[config.mk]
export PLATFORM = sky130hd
export DESIGN_NAME = store_merge_queue
export DESIGN_NICKNAME = d
export VERILOG_FILES = /design/src/rtl/smq_pkg.sv /design/src/rtl/smq_match.sv /design/src/rtl/smq_port_arb.sv /design/src/rtl/store_merge_queue.sv
export SDC_FILE = /design/constraint.sdc
export NUM_CORES = 1
export LEC_CHECK = 0
export BUFFER_PORTS_ARGS = -buffer_cell sky130_fd_sc_hd__buf_2
export CAP_MARGIN = 10
export CORE_UTILIZATION = 57
export DETAILED_ROUTE_END_ITERATION = 16
export PLACE_DENSITY = 0.76
export SLEW_MARGIN = 0
export SYNTH_ARGS = -nofsm -noshare
export SYNTH_HDL_FRONTEND = slang
export SYNTH_HIERARCHICAL = 1
export SYNTH_SLANG_ARGS = --single-unit
[constraint.sdc]
create_clock -name clk -period 4.55 [get_ports clk]
set_input_delay 0.6825 -clock clk [delete_from_list [all_inputs] [get_ports clk]]
set_output_delay 0.6825 -clock clk [all_outputs]
set_load 0.02 [all_outputs]
[src/rtl/smq_pkg.sv]
`timescale 1ns/1ps
package smq_pkg;
  typedef enum logic [1:0] {
    PORT_IDLE  = 2'd0,
    PORT_WRITE = 2'd1,
    PORT_READ  = 2'd2
  } port_state_e;
endpackage

[src/rtl/smq_match.sv]
`timescale 1ns/1ps
// Compares one probe address against every live slot tag.
module smq_match #(
  parameter int N = 4,
  parameter int W = 26
) (
  input  logic [N-1:0]        live,
  input  logic [N-1:0][W-1:0] tags,
  input  logic [W-1:0]        probe,
  output logic [N-1:0]        hit
);
  for (genvar i = 0; i < N; i++) begin : g_cmp
    assign hit[i] = live[i] && (tags[i] == probe);
  end
endmodule

[src/rtl/smq_port_arb.sv]
`timescale 1ns/1ps
// Owns the memory port: one transaction at a time, clean reads first.
module smq_port_arb (
  input  logic                      clk,
  input  logic                      rst_n,
  input  logic                      rd_req,
  input  logic                      rd_conflict,
  input  logic                      have_entry,
  input  logic                      mem_ack,
  output smq_pkg::port_state_e      state_o
);
  import smq_pkg::*;

  port_state_e state_q, state_d;

  always_comb begin
    state_d = state_q;
    unique case (state_q)
      PORT_IDLE: begin
        if (rd_req && !rd_conflict) state_d = PORT_READ;
        else if (have_entry)        state_d = PORT_WRITE;
      end
      PORT_WRITE, PORT_READ: begin
        if (mem_ack) state_d = PORT_IDLE;
      end
      default: state_d = PORT_IDLE;
    endcase
  end

  always_ff @(posedge clk or negedge rst_n) begin
    if (!rst_n) state_q <= PORT_IDLE;
    else        state_q <= state_d;
  end

  assign state_o = state_q;
endmodule

[src/rtl/store_merge_queue.sv]
`timescale 1ns/1ps
module store_merge_queue #(
  parameter int ENTRIES = 4,
  parameter int WORDS   = 4,
  parameter int DATA_W  = 32,
  parameter int WADDR_W = 28
) (
  input  logic                                   clk,
  input  logic                                   rst_n,
  input  logic                                   st_valid,
  input  logic [WADDR_W-1:0]                     st_addr,
  input  logic [DATA_W-1:0]                      st_data,
  input  logic                                   st_io,
  output logic                                   st_stall,
  input  logic                                   rd_req,
  input  logic [WADDR_W-$clog2(WORDS)-1:0]       rd_blk,
  output logic                                   rd_conflict,
  output logic                                   rd_done,
  output logic                                   mem_req,
  output logic                                   mem_we,
  output logic [WADDR_W-$clog2(WORDS)-1:0]       mem_blk,
  output logic [WORDS*DATA_W-1:0]                mem_wdata,
  output logic [WORDS-1:0]                       mem_wmask,
  input  logic                                   mem_ack
);
  import smq_pkg::*;

  localparam int OFF_W  = $clog2(WORDS);
  localparam int BLK_W  = WADDR_W - OFF_W;
  localparam int PTR_W  = $clog2(ENTRIES);
  localparam int LINE_W = WORDS * DATA_W;

  // reset: asserted asynchronously, released on the clock
  logic rst_meta_q, rst_sync_n;
  always_ff @(posedge clk or negedge rst_n) begin
    if (!rst_n) begin
      rst_meta_q <= 1'b0;
      rst_sync_n <= 1'b0;
    end else begin
      rst_meta_q <= 1'b1;
      rst_sync_n <= rst_meta_q;
    end
  end

  // slot state
  logic [ENTRIES-1:0]             occ_q, occ_d;
  logic [PTR_W-1:0]               head_q, head_d, tail_q, tail_d;
  logic [ENTRIES-1:0][BLK_W-1:0]  blk_q, blk_d;
  logic [ENTRIES-1:0]             io_q, io_d;
  logic [ENTRIES-1:0][WORDS-1:0]  mask_q, mask_d;
  logic [ENTRIES-1:0][LINE_W-1:0] data_q, data_d;

  port_state_e port_state;
  logic draining;
  assign draining = (port_state == PORT_WRITE);

  logic [BLK_W-1:0] st_blk;
  logic [OFF_W-1:0] st_word;
  assign st_blk  = st_addr[WADDR_W-1:OFF_W];
  assign st_word = st_addr[OFF_W-1:0];

  // merge candidates: occupied, normal, not under transfer
  logic [ENTRIES-1:0] merge_live, merge_hit, rd_hit;
  for (genvar i = 0; i < ENTRIES; i++) begin : g_live
    assign merge_live[i] = occ_q[i] && !io_q[i] &&
                           !(draining && (head_q == PTR_W'(i)));
  end

  smq_match #(.N(ENTRIES), .W(BLK_W)) u_st_match (
    .live(merge_live), .tags(blk_q), .probe(st_blk), .hit(merge_hit));

  smq_match #(.N(ENTRIES), .W(BLK_W)) u_rd_match (
    .live(occ_q), .tags(blk_q), .probe(rd_blk), .hit(rd_hit));

  logic full, can_merge, st_fire, do_merge, do_push, pop;
  assign full        = &occ_q;
  assign can_merge   = !st_io && (|merge_hit);
  assign st_stall    = st_valid && full && !can_merge;
  assign st_fire     = st_valid && !st_stall;
  assign do_merge    = st_fire && can_merge;
  assign do_push     = st_fire && !can_merge;
  assign pop         = draining && mem_ack;
  assign rd_conflict = rd_req && (|rd_hit);

  smq_port_arb u_arb (
    .clk        (clk),
    .rst_n      (rst_sync_n),
    .rd_req     (rd_req),
    .rd_conflict(rd_conflict),
    .have_entry (|occ_q),
    .mem_ack    (mem_ack),
    .state_o    (port_state)
  );

  function automatic logic [PTR_W-1:0] ptr_inc(input logic [PTR_W-1:0] p);
    return (p == PTR_W'(ENTRIES - 1)) ? '0 : p + 1'b1;
  endfunction

  // next state of the queue
  always_comb begin
    occ_d  = occ_q;
    head_d = head_q;
    tail_d = tail_q;
    blk_d  = blk_q;
    io_d   = io_q;
    mask_d = mask_q;
    data_d = data_q;
    if (pop) begin
      occ_d[head_q] = 1'b0;
      head_d        = ptr_inc(head_q);
    end
    if (do_push) begin
      occ_d[tail_q]                            = 1'b1;
      blk_d[tail_q]                            = st_blk;
      io_d[tail_q]                             = st_io;
      mask_d[tail_q]                           = '0;
      mask_d[tail_q][st_word]                  = 1'b1;
      data_d[tail_q][st_word*DATA_W +: DATA_W] = st_data;
      tail_d                                   = ptr_inc(tail_q);
    end
    for (int i = 0; i < ENTRIES; i++) begin
      if (do_merge && merge_hit[i]) begin
        mask_d[i][st_word]                  = 1'b1;
        data_d[i][st_word*DATA_W +: DATA_W] = st_data;
      end
    end
  end

  always_ff @(posedge clk or negedge rst_sync_n) begin
    if (!rst_sync_n) begin
      occ_q  <= '0;
      head_q <= '0;
      tail_q <= '0;
    end else begin
      occ_q  <= occ_d;
      head_q <= head_d;
      tail_q <= tail_d;
    end
  end

  // payload flops: no reset, loaded only when a store is taken
  always_ff @(posedge clk) begin
    if (st_fire) begin
      blk_q  <= blk_d;
      io_q   <= io_d;
      mask_q <= mask_d;
      data_q <= data_d;
    end
  end

  // memory port
  assign mem_req   = (port_state != PORT_IDLE);
  assign mem_we    = draining;
  assign mem_blk   = draining ? blk_q[head_q]  : rd_blk;
  assign mem_wdata = draining ? data_q[head_q] : '0;
  assign mem_wmask = draining ? mask_q[head_q] : '0;
  assign rd_done   = (port_state == PORT_READ) && mem_ack;
endmodule

==> metrics.yaml <==
timing:
  slew_violations: 0
  fin_skew_ns: 0.0344
  rsz0062_at_grt: "no"
  hold_viol_final: 0
  finalSetupViolations: 0
  whs_ns: 0.193
  fin_crit_sh_pct: 94.8
  relSlewSlack_pct: 24.7
  period_minus_slack_ns: 4.31
  worst_pin_slew_ns: 1.13
  worst_slack_ns: 0.238
  max_freq_ghz: 0.232
min_path:
  min_path_type: "reg -> async"
layout:
  syn_to_final_growth_pct: 10.3
  layout.cells.non_filler: 3315
  drive_gt1_share_pct: 28.3
  fin_nets: 2589
worst_setup_path:
  r2r_start: "head_q[0]"
  reg2reg_depth: 11
  slowest_delay_ns: 0.68
  cp.required_ns: 3.87
  r2r_slack_ns: 0.70
  crit_family: "buffers and inverters"
  cpMaxStageDelayCell: "dfrtp_4"
  path_max_fanout: 86
  worstReg2RegEnd: "data_q[168]"
  critPathLaunch: "head_q[1]"
  cp-end-kind: "primary output"
  crit_buf_inv: 3
  worstSetupPathType: "reg -> out"
  cp.arrival_ns: 3.63
  start_kind: "flop"
  worstPathCellList: "buf_4 > buf_12 > mux4_2 > and2_1 > buf_2"
run:
  drv_cap: 0
floorplan:
  core_region_area_um2: 60500
  start_util_pct: 57.8
  ios: 255
  dieWidth_um: 250
  fp.dieH_um: 250
  rows: 90
  die-area_um2: 62300
placed_design:
  placed_cells: 3191
  hpwl_um: 61300
  pre_cts_slack_ns: 0.655
  routabilityCongestion: 0.914
  io_buffers: 254
clocking:
  cts_hold_buffers: 1
  ctsResizeCount: 0
  cts.sinks: 648
  path_clk_slew_ns: 0.06
  clockRootBuffer: "clkbuf_16"
  h-tree-depth: 3
  clkLatencyLatePin_ns: 0.63
  clock_path_buffers: 3
  post_cts_buffers: 0
  cts_buffers: 68
  cts_tree: "yes"
detailed_routing:
  vias_per_cell: 7.01
  wl_per_cell_um: 29.4
  num_vias: 23300
  drc: 0
  routed_wl_um: 97400
  postRouteAntennaNets: 0
  dr.first_iter.drc_count: 2843
  dr.pass1.iters: 5
global_routing:
  grt_first_pass_wirelength_um: 148000
  grt-busiest-layer: "met2"
  grt_max_degree: 89
  grt_pass1_vias: 22800
  grt-ovfl-total: 0
  antenna_found_initial: 9
  grt_use_met2_pct: 47.6
  gr-usage-met1_pct: 44.3
  use_met3_pct: 6.85
  grtUsageTotal_pct: 31.2
logic_synthesis:
  synth-seq-area-share_pct: 55.5
  synth_cells: 2335
  syn_nets: 2444
  synthArstFlopShare_pct: 1.85
  synth_cell_type_count: 54
  synth_area_um2: 34900
  ys_warn_count: 6
  avgSynthCellArea_um2: 15.0
  synth_edf_count: 636
  synthFlopType: "edfxtp_1"
  synth_seq_cells: 648
power_and_ir_drop:
  ir_drop_uv: 465
  powerDensity_nw_per_um2: 633
  leakage_nw: 13.3
outcome:
  outcome: "finished clean"
==> report_power, final <==
group	internal, mW	total, mW	leakage, nW	switching (mW)
clock	3.14	5.55	1.05	2.41
combinational	3.94	9.36	5.97	5.42
sequential	8.53	9.49	6.25	0.957
total	15.6	24.4	13.3	8.79
==> flip-flops by register name, indices dropped and copies added, names as in the netlist <==
name / cells
io_q: 4
occ_q: 4
head_q: 2
blk_q: 104
data_q: 512
rst_sync_n: 1
tail_q: 2
rst_meta_q: 1
mask_q: 16
u_arb/state_o: 2
==> cells in the mapped netlist, drive strengths merged (17+ instances only) <==
| cell type | instances | share of area [%] |
|---|---|---|
| buf | 191 | 4.1 |
| a22o | 140 | 3.5 |
| clkbuf | 50 | 0.54 |
| ha | 17 | 0.61 |
| and2 | 140 | 2.5 |
| o2bb2ai | 324 | 9.7 |
| nand4 | 49 | 0.97 |
| mux4 | 158 | 10 |
| edfxtp | 636 | 55 |
| a32o | 65 | 1.9 |
| o21ai | 18 | 0.39 |
| nand2b | 26 | 0.47 |
| nor2 | 34 | 0.37 |
| xnor2 | 208 | 5.3 |
| nand2 | 164 | 1.8 |
==> worst max path at each step <==
stage,endpoint,slack [ns],cells after the start
floorplan,data_q[0],-6.01,14
global placement,data_q[168],0.72,10
detailed placement,data_q[424],0.65,11
CTS,mem_wdata[99],0.17,5
global route,mem_wdata[108],0.05,5
finish,mem_wdata[106],0.24,5
==> layout make-up <==
cell class	instances	area [um^2]
antenna	3	7.51
clock buffer	92	1830
clock inverter	28	340
fill	4298	21900
inverter	15	58.8
multi-input combinational	1431	14000
sequential	648	19400
tap	782	978
timing repair buffer	316	1910
==> kinds of logic after synthesis <==
group                    after synthesis  share of synthesized area, %
AO/OA/AOI/OAI                        568                          16.0
XOR/XNOR                             208                          5.26
adder cells (fa/ha/maj)               17                         0.609
buffers and inverters                256                          4.81
flip-flops                           648                          55.5
multiplexers                         160                          10.2
other                                  1                        0.0107
AND/OR/NAND/NOR                      477                          7.51
==> layer usage <==
metal	share of wire (%)	routed length, um
met1	38	37300
met3	12	11400
met4	3.3	3260
met2	47	45400
met5	0.060	58
==> cells in the final DEF, fill, tap and decap left out, types with 7 or more instances in the layout <==
cell       Yosys  routed
clkinv_2       0       8
nand2_1      164     160
edfxtp_1     636     636
nand3b_1      15      15
o2bb2ai_2     88      88
a22o_1       140     140
nor2b_1        7       7
o21ai_2       12      13
inv_1         15      12
nand2b_1      26      26
nand4_1       44      44
nand3_1       12      12
clkbuf_16      0      69
ha_1          17      15
buf_12         0      14
clkbuf_1      49      21
dfrtp_1       12      10
a32o_1        65      65
mux4_2       158     158
nor2_1        33      31
buf_4         17      47
buf_2         98     254
and2_1       138     135
xnor2_1      206     206
clkinv_1       0      10
o2bb2ai_1    236     236
==> metrics by stage <==
stage | utilization [%] | instance area [um^2] | power [mW] | setup TNS (ns)
after CTS | 63.7 | 38500 | 24.4 | 0
after global routing | 63.7 | 38500 | 25.3 | 0
final | 63.7 | 38500 | 24.4 | 0
after floorplan | - | 35100 | 16.4 | -3171.27
after global placement | 60.1 | 36300 | 18.7 | 0
after detailed placement | 60.1 | 36300 | 18.9 | 0
Note: power is estimated with default switching activity, not from simulation.
